## src/rtl/segpack_pkg.sv

```systemverilog
`timescale 1ns/1ps
package segpack_pkg;
    localparam int SEG_W     = 128;
    localparam int SEG_BYTES = SEG_W / 8;
    localparam int CHAN_W    = 11;
    localparam int MTY_W     = $clog2(SEG_BYTES);
    localparam int CNT_W     = $clog2(SEG_BYTES) + 1;

    typedef struct packed {
        logic [SEG_W-1:0]  data;
        logic [CHAN_W-1:0] chan;
        logic              sop;
        logic              eop;
        logic              err;
        logic [MTY_W-1:0]  mty;
    } seg_t;

    // empty-byte field for a beat: zero unless it ends a packet
    function automatic logic [MTY_W-1:0] empty_of(input logic [CNT_W-1:0] nbytes,
                                                  input logic last,
                                                  input logic bad);
        logic [CNT_W-1:0] gap;
        gap = CNT_W'(SEG_BYTES) - nbytes;
        if (!last)
            return '0;
        if (bad)
            return {gap[MTY_W-1], {(MTY_W-1){1'b0}}};
        return gap[MTY_W-1:0];
    endfunction

    // clear the trailing bytes that the empty count marks as unused
    function automatic logic [SEG_W-1:0] clear_tail(input logic [SEG_W-1:0] d,
                                                    input logic [MTY_W-1:0] mty);
        logic [SEG_W-1:0] r;
        r = d;
        for (int b = 0; b < SEG_BYTES; b++) begin
            if (b >= SEG_BYTES - int'(mty))
                r[SEG_W-1-8*b -: 8] = 8'h00;
        end
        return r;
    endfunction
endpackage

```

## src/rtl/segpack_format.sv

```systemverilog
`timescale 1ns/1ps
module segpack_format
    import segpack_pkg::*;
(
    input  logic              clk,
    input  logic              rst,
    input  logic              take,
    input  logic [SEG_W-1:0]  d_in,
    input  logic [CHAN_W-1:0] ch_in,
    input  logic              last_in,
    input  logic              bad_in,
    input  logic [CNT_W-1:0]  nbytes_in,
    output seg_t              beat
);
    logic mid_pkt;

    always_ff @(posedge clk) begin
        if (rst)
            mid_pkt <= 1'b0;
        else if (take)
            mid_pkt <= !last_in;
    end

    always_comb begin
        beat.sop  = !mid_pkt;
        beat.eop  = last_in;
        beat.err  = last_in && bad_in;
        beat.chan = ch_in;
        beat.mty  = empty_of(nbytes_in, last_in, bad_in);
        beat.data = last_in ? clear_tail(d_in, beat.mty) : d_in;
    end
endmodule

```

## src/rtl/segpack_fill.sv

```systemverilog
`timescale 1ns/1ps
module segpack_fill
    import segpack_pkg::*;
#(
    parameter int NSEG = 4
)(
    input  logic            clk,
    input  logic            rst,
    input  logic            take,
    input  seg_t            beat,
    input  logic            hold_free,
    output logic            push,
    output seg_t            word [NSEG],
    output logic [NSEG-1:0] word_ena
);
    localparam int FILL_W = $clog2(NSEG) + 1;

    logic [FILL_W-1:0] fill;
    logic [FILL_W-1:0] fill_next;
    seg_t              slot [NSEG];

    assign fill_next = fill + FILL_W'(take);
    assign push = (take && fill == FILL_W'(NSEG - 1)) ||
                  (!take && fill != '0 && hold_free);

    always_ff @(posedge clk) begin
        if (rst)
            fill <= '0;
        else if (push)
            fill <= '0;
        else if (take)
            fill <= fill_next;
    end

    for (genvar i = 0; i < NSEG; i++) begin : g_slot
        always_ff @(posedge clk) begin
            if (take && fill == FILL_W'(i))
                slot[i] <= beat;
        end

        always_comb begin
            word[i]     = (take && fill == FILL_W'(i)) ? beat : slot[i];
            word_ena[i] = FILL_W'(i) < fill_next;
        end
    end
endmodule

```

## src/rtl/segpack_hold.sv

```systemverilog
`timescale 1ns/1ps
module segpack_hold
    import segpack_pkg::*;
#(
    parameter int NSEG = 4
)(
    input  logic            clk,
    input  logic            rst,
    input  logic            push,
    input  seg_t            word [NSEG],
    input  logic [NSEG-1:0] word_ena,
    input  logic            dn_ready,
    output logic            hold_free,
    output logic            held_valid,
    output seg_t            held [NSEG],
    output logic [NSEG-1:0] held_ena
);
    always_ff @(posedge clk) begin
        if (rst) begin
            held_valid <= 1'b0;
            held_ena   <= '0;
        end else if (push) begin
            held_valid <= 1'b1;
            held_ena   <= word_ena;
        end else if (dn_ready) begin
            held_valid <= 1'b0;
        end
    end

    for (genvar i = 0; i < NSEG; i++) begin : g_reg
        always_ff @(posedge clk) begin
            if (push)
                held[i] <= word[i];
        end
    end

    assign hold_free = !held_valid || dn_ready;
endmodule

```

## src/rtl/segpack_tx.sv

```systemverilog
`timescale 1ns/1ps
module segpack_tx
    import segpack_pkg::*;
#(
    parameter int NSEG = 4
)(
    input  logic                    clk,
    input  logic                    rst,
    input  logic                    in_valid,
    output logic                    in_ready,
    input  logic [SEG_W-1:0]        in_data,
    input  logic [CHAN_W-1:0]       in_chan,
    input  logic                    in_last,
    input  logic                    in_err,
    input  logic [CNT_W-1:0]        in_bytes,
    output logic                    out_valid,
    input  logic                    out_ready,
    output logic [NSEG-1:0]         out_ena,
    output logic [NSEG-1:0]         out_sop,
    output logic [NSEG-1:0]         out_eop,
    output logic [NSEG-1:0]         out_err,
    output logic [NSEG*MTY_W-1:0]   out_mty,
    output logic [NSEG*CHAN_W-1:0]  out_chan,
    output logic [NSEG*SEG_W-1:0]   out_data
);
    logic            take;
    logic            hold_free;
    logic            push;
    seg_t            beat;
    seg_t            word [NSEG];
    seg_t            held [NSEG];
    logic [NSEG-1:0] word_ena;
    logic [NSEG-1:0] held_ena;

    assign in_ready = hold_free;
    assign take     = in_valid && in_ready;

    segpack_format u_format (
        .clk       (clk),
        .rst       (rst),
        .take      (take),
        .d_in      (in_data),
        .ch_in     (in_chan),
        .last_in   (in_last),
        .bad_in    (in_err),
        .nbytes_in (in_bytes),
        .beat      (beat)
    );

    segpack_fill #(.NSEG(NSEG)) u_fill (
        .clk       (clk),
        .rst       (rst),
        .take      (take),
        .beat      (beat),
        .hold_free (hold_free),
        .push      (push),
        .word      (word),
        .word_ena  (word_ena)
    );

    segpack_hold #(.NSEG(NSEG)) u_hold (
        .clk        (clk),
        .rst        (rst),
        .push       (push),
        .word       (word),
        .word_ena   (word_ena),
        .dn_ready   (out_ready),
        .hold_free  (hold_free),
        .held_valid (out_valid),
        .held       (held),
        .held_ena   (held_ena)
    );

    for (genvar i = 0; i < NSEG; i++) begin : g_lane
        assign out_ena[i]                     = out_valid && held_ena[i];
        assign out_sop[i]                     = held[i].sop;
        assign out_eop[i]                     = held[i].eop;
        assign out_err[i]                     = held[i].err;
        assign out_mty[i*MTY_W +: MTY_W]      = held[i].mty;
        assign out_chan[i*CHAN_W +: CHAN_W]   = held[i].chan;
        assign out_data[i*SEG_W +: SEG_W]     = held[i].data;
    end
endmodule

```

## config.mk

```make
export PLATFORM = sky130hd
export DESIGN_NAME = segpack_tx
export DESIGN_NICKNAME = d
export VERILOG_FILES = /design/src/rtl/segpack_pkg.sv /design/src/rtl/segpack_format.sv /design/src/rtl/segpack_fill.sv /design/src/rtl/segpack_hold.sv /design/src/rtl/segpack_tx.sv
export SDC_FILE = /design/constraint.sdc
export NUM_CORES = 1
export LEC_CHECK = 0
export BUFFER_PORTS_ARGS = -buffer_cell sky130_fd_sc_hd__buf_2
export CAP_MARGIN = 20
export CELL_PAD_IN_SITES_DETAIL_PLACEMENT = 1
export CELL_PAD_IN_SITES_GLOBAL_PLACEMENT = 2
export CORE_UTILIZATION = 45
export CTS_BUF_LIST = sky130_fd_sc_hd__clkbuf_8
export DETAILED_ROUTE_END_ITERATION = 16
export PLACE_DENSITY = 0.92
export SYNTH_ARGS = -nofsm -noshare
export SYNTH_HDL_FRONTEND = slang
export SYNTH_SLANG_ARGS = --single-unit
```

## constraint.sdc

```tcl
create_clock -name clk -period 62.8 [get_ports clk]
set_clock_uncertainty 0.05 [all_clocks]
set_input_delay 9.42 -clock clk [delete_from_list [all_inputs] [get_ports clk]]
set_output_delay 9.42 -clock clk [all_outputs]
set_load 0.01 [all_outputs]
```

==> impl_results.md <==
- Top_reg_cell synth: edfxtp_1
- GPL Wtd Cong: 0.8177
- Cell area after synthesis: 37600 um^2
- Largest net degree at the start of global routing: 86
- Slew HR: 23.48%
- Hold Path Depth: 0
- Yosys reg bits: 1177
- YS warnings: 0
- CP max stage cell: nand2b_1
- Post-route ant nets: 0
- Mapped Avg Cell Area: 20.49 um^2
- # setup viols final: 0
- DP Cell Count: 3631
- Max Fclk: 51.53 MHz
- Remaining Overflow, GRT: 0
- Peak fanout along the critical path: 5
- Setup CP Type: primary input to output port
- First-pass GRT wire length: 150400 um
- Port Buffer Count: 738
- Number of buffers created by CTS: 180
- R2R cell count: 6
- Final WS setup: 43.39 ns
- Clock Latency Late Sink: 0.82 ns
- Hold endpoint: out_data[123]$_DFFE_PP_
- Worst-path clk slew: 0.06 ns
- Switching power: 373.4 uW
- Top delay family on crit path: buffers and inverters
- Final setup TNS: 0 ns
- CTS Sinks: 1177
- Worst min-delay path class: register to register
- Max VDD drop: 0.02496 mV
- Utilization after layout: 56.13%
- Iter 0 DRT Violations: 1228
- Hold_sp: u_fill.slot[0][141]$_DFFE_PP_
- Final std cells w/o fill: 3976
- WL per Instance: 26.80 um
- Max-Cap Viols: 0
- Core Region: 82370 um^2
- Clock root cell: clkbuf_8
- Seq pwr share: 57.0%
- Total power: 1.597 mW
- CP cell instances: buf_2 > nand2b_1 > buf_2
- Critical path capture point type: output port
- Post CTS Setup Buffer Count: 0
- Logic pwr share: 5.5%
- R2r startpoint: u_fill.fill[1]$_SDFFE_PP0P_
- Global-route usage over all layers: 24.69%
- Unrepaired setup endpoints after global routing: no
- Multi-input gate area: 3613 um^2
- Initial Util: 45.65%
- I/O pin count: 740
- Die area: 84720 um^2
- Type of origin of the critical path: primary input
- Worst Max-Slew Pin Slew: 1.148 ns
- Buf/Inv on CP: 2
- CTS tree: yes
- Dpl ws: 43.39 ns
- Chip width: 291.1 um
- Syn_nets: 1991
- Sequential share of the synthesized area: 89.87%
- Final Max Slew Viols: 0
- Vias per cell: 5.097
- Chip height: 291.1 um
- Leak pwr: 17.27 nW
- EDFF count, synth: 1022
- Flop-to-flop setup slack: 58.52 ns
- Most used cell, CP: buf_2
- Largest stage delay, worst path: 0.23 ns
- Switching Share: 23.39%
- Outcome: completed
- Critical R2R Capture: out_data[292]$_DFFE_PP_
- Async SR Flop Fraction: 0%
- Vias in the first global route: 22160
- PD cells: 34.53 nW/um^2
- Tcrit/Tclk final: 30.90%
- Post-CTS sizing: 0
- WP data required: 53.33 ns
- P_int: 1.223 mW
- Row cnt: 105
- Area after DPL: 42750 um^2
- Arrival @ worst endpoint: 9.94 ns
- Tmin final: 19.41 ns
- Final #Nets: 2901
- Post-route cell area: 46240 um^2
- Post-Route WL: 106500 um
- Sequential standard cell area: 33790 um^2
- Clk pwr share: 37.5%
- Post-synthesis cell type count: 55
- Bufs on Longest Clock Path: 3
- Share of cells above drive strength 1: 36.59%
- Initial antenna violation count: 16
- Synth-to-Final Area Change: 22.97%
- DR pass1 iterations: 5
- H-tree levels: 4
- Post-Syn Instances: 1835
- Final hold vios: 0
- Post-cts hold buffer count: 0
- Fill cell count: 7548
- Total number of vias: 20270
- DRC: 0
- WHS: 0.3444 ns
- HPWL Detailed: 70070 um
kinds of logic (layout without fill, tap and decap cells):
| family | after synthesis | count (layout) | share of synthesized area [%] |
|---|---|---|---|
| buffers and inverters | 63 | 1122 | 0.6655 |
| AO/OA/AOI/OAI | 184 | 184 | 3.085 |
| adder cells (fa/ha/maj) | 6 | 6 | 0.1997 |
| XOR/XNOR | 4 | 4 | 0.1132 |
| flip-flops | 1177 | 1177 | 89.87 |
| AND/OR/NAND/NOR | 358 | 358 | 4.782 |
| multiplexers | 43 | 43 | 1.281 |
| other | 0 | 12 | 0 |
sequential cells by signal, summed over array words and instances (netlist names):
register           flops
out_eop                4
u_fill.slot          584
out_chan              44
u_format.mid_pkt       1
out_mty               16
u_hold.held_ena        4
out_data             512
out_err                4
u_hold.held_valid      1
u_fill.fill            3
out_sop                4
synthesized netlist by cell type, drive strengths merged (3+ instances only):
cell type,instances,area [um^2]
a211oi,3,22.52
a21boi,9,67.57
a21oi,31,155.2
a22o,8,70.07
a31oi,10,62.56
and2,77,481.7
buf,7,38.79
clkbuf,38,143.9
dfxtp,155,3103
edfxtp,1022,30690
ha,6,75.07
inv,18,67.56
mux2,41,461.7
nand2,173,649.4
nand2b,4,25.02
nand3,11,55.05
nor2,13,48.80
nor2b,42,262.8
nor3,4,20.02
nor3b,24,180.2
nor4,3,25.02
o2111ai,8,70.07
o211ai,9,67.56
o21ai,89,449.2
xor2,3,33.79
worst max-delay path by stage:
stage | to | start | slack, ns | cells past startpoint
2_1_floorplan | u_fill.fill[2]$_SDFFE_PP0P_ | out_ready | 22.64 | 4
3_3_place_gp | in_ready | out_ready | 43.41 | 3
3_5_place_dp | in_ready | out_ready | 43.39 | 3
4_1_cts | in_ready | out_ready | 43.39 | 3
5_1_grt | in_ready | out_ready | 43.36 | 3
6_report | in_ready | out_ready | 43.39 | 3
power groups by stage:
stage / Sequential, mW / Combinational, mW / Clock (mW)
2_1_floorplan: 0.961 / 0.0322 / 0
3_3_place_gp: 0.921 / 0.0815 / 0
3_5_place_dp: 0.926 / 0.0873 / 0
4_1_cts: 0.911 / 0.0888 / 0.611
5_1_grt: 0.913 / 0.0938 / 0.639
6_report: 0.910 / 0.0882 / 0.598
cell usage in the layout, fill, tap and decap left out, drive strengths merged, types with 9 or more instances in the layout:
cell type	count
a21boi	9
nor2	13
inv	113
a21oi	31
o211ai	9
a31oi	10
and2	77
dfxtp	155
clkinv	30
nand2	173
clkbuf	200
diode	12
edfxtp	1022
o21ai	89
nor3b	24
nor2b	42
mux2	41
nand3	11
buf	773
final cells by class:
| type | count | area share (%) |
|---|---|---|
| Sequential cell | 1177 | 73.08 |
| Timing Repair Buffer | 773 | 8.627 |
| Multi-Input combinational cell | 595 | 7.815 |
| Clock buffer | 200 | 5.953 |
| Tap cell | 1070 | 2.895 |
| Clock inverter | 131 | 1.415 |
| Inverter | 18 | 0.1461 |
| Antenna cell | 12 | 0.06494 |
metal layers:
layer | GRT usage, % | share of wire [%] | vias to the layer above
li1 | - | - | 8848
met1 | 26.11 | 35 | 10290
met2 | 44.22 | 53 | 924
met3 | 9.025 | 9.1 | 198
met4 | 10.04 | 3.1 | 10
met5 | 0 | 0.063 | -
No activity file was read; power rests on OpenSTA's default activity.
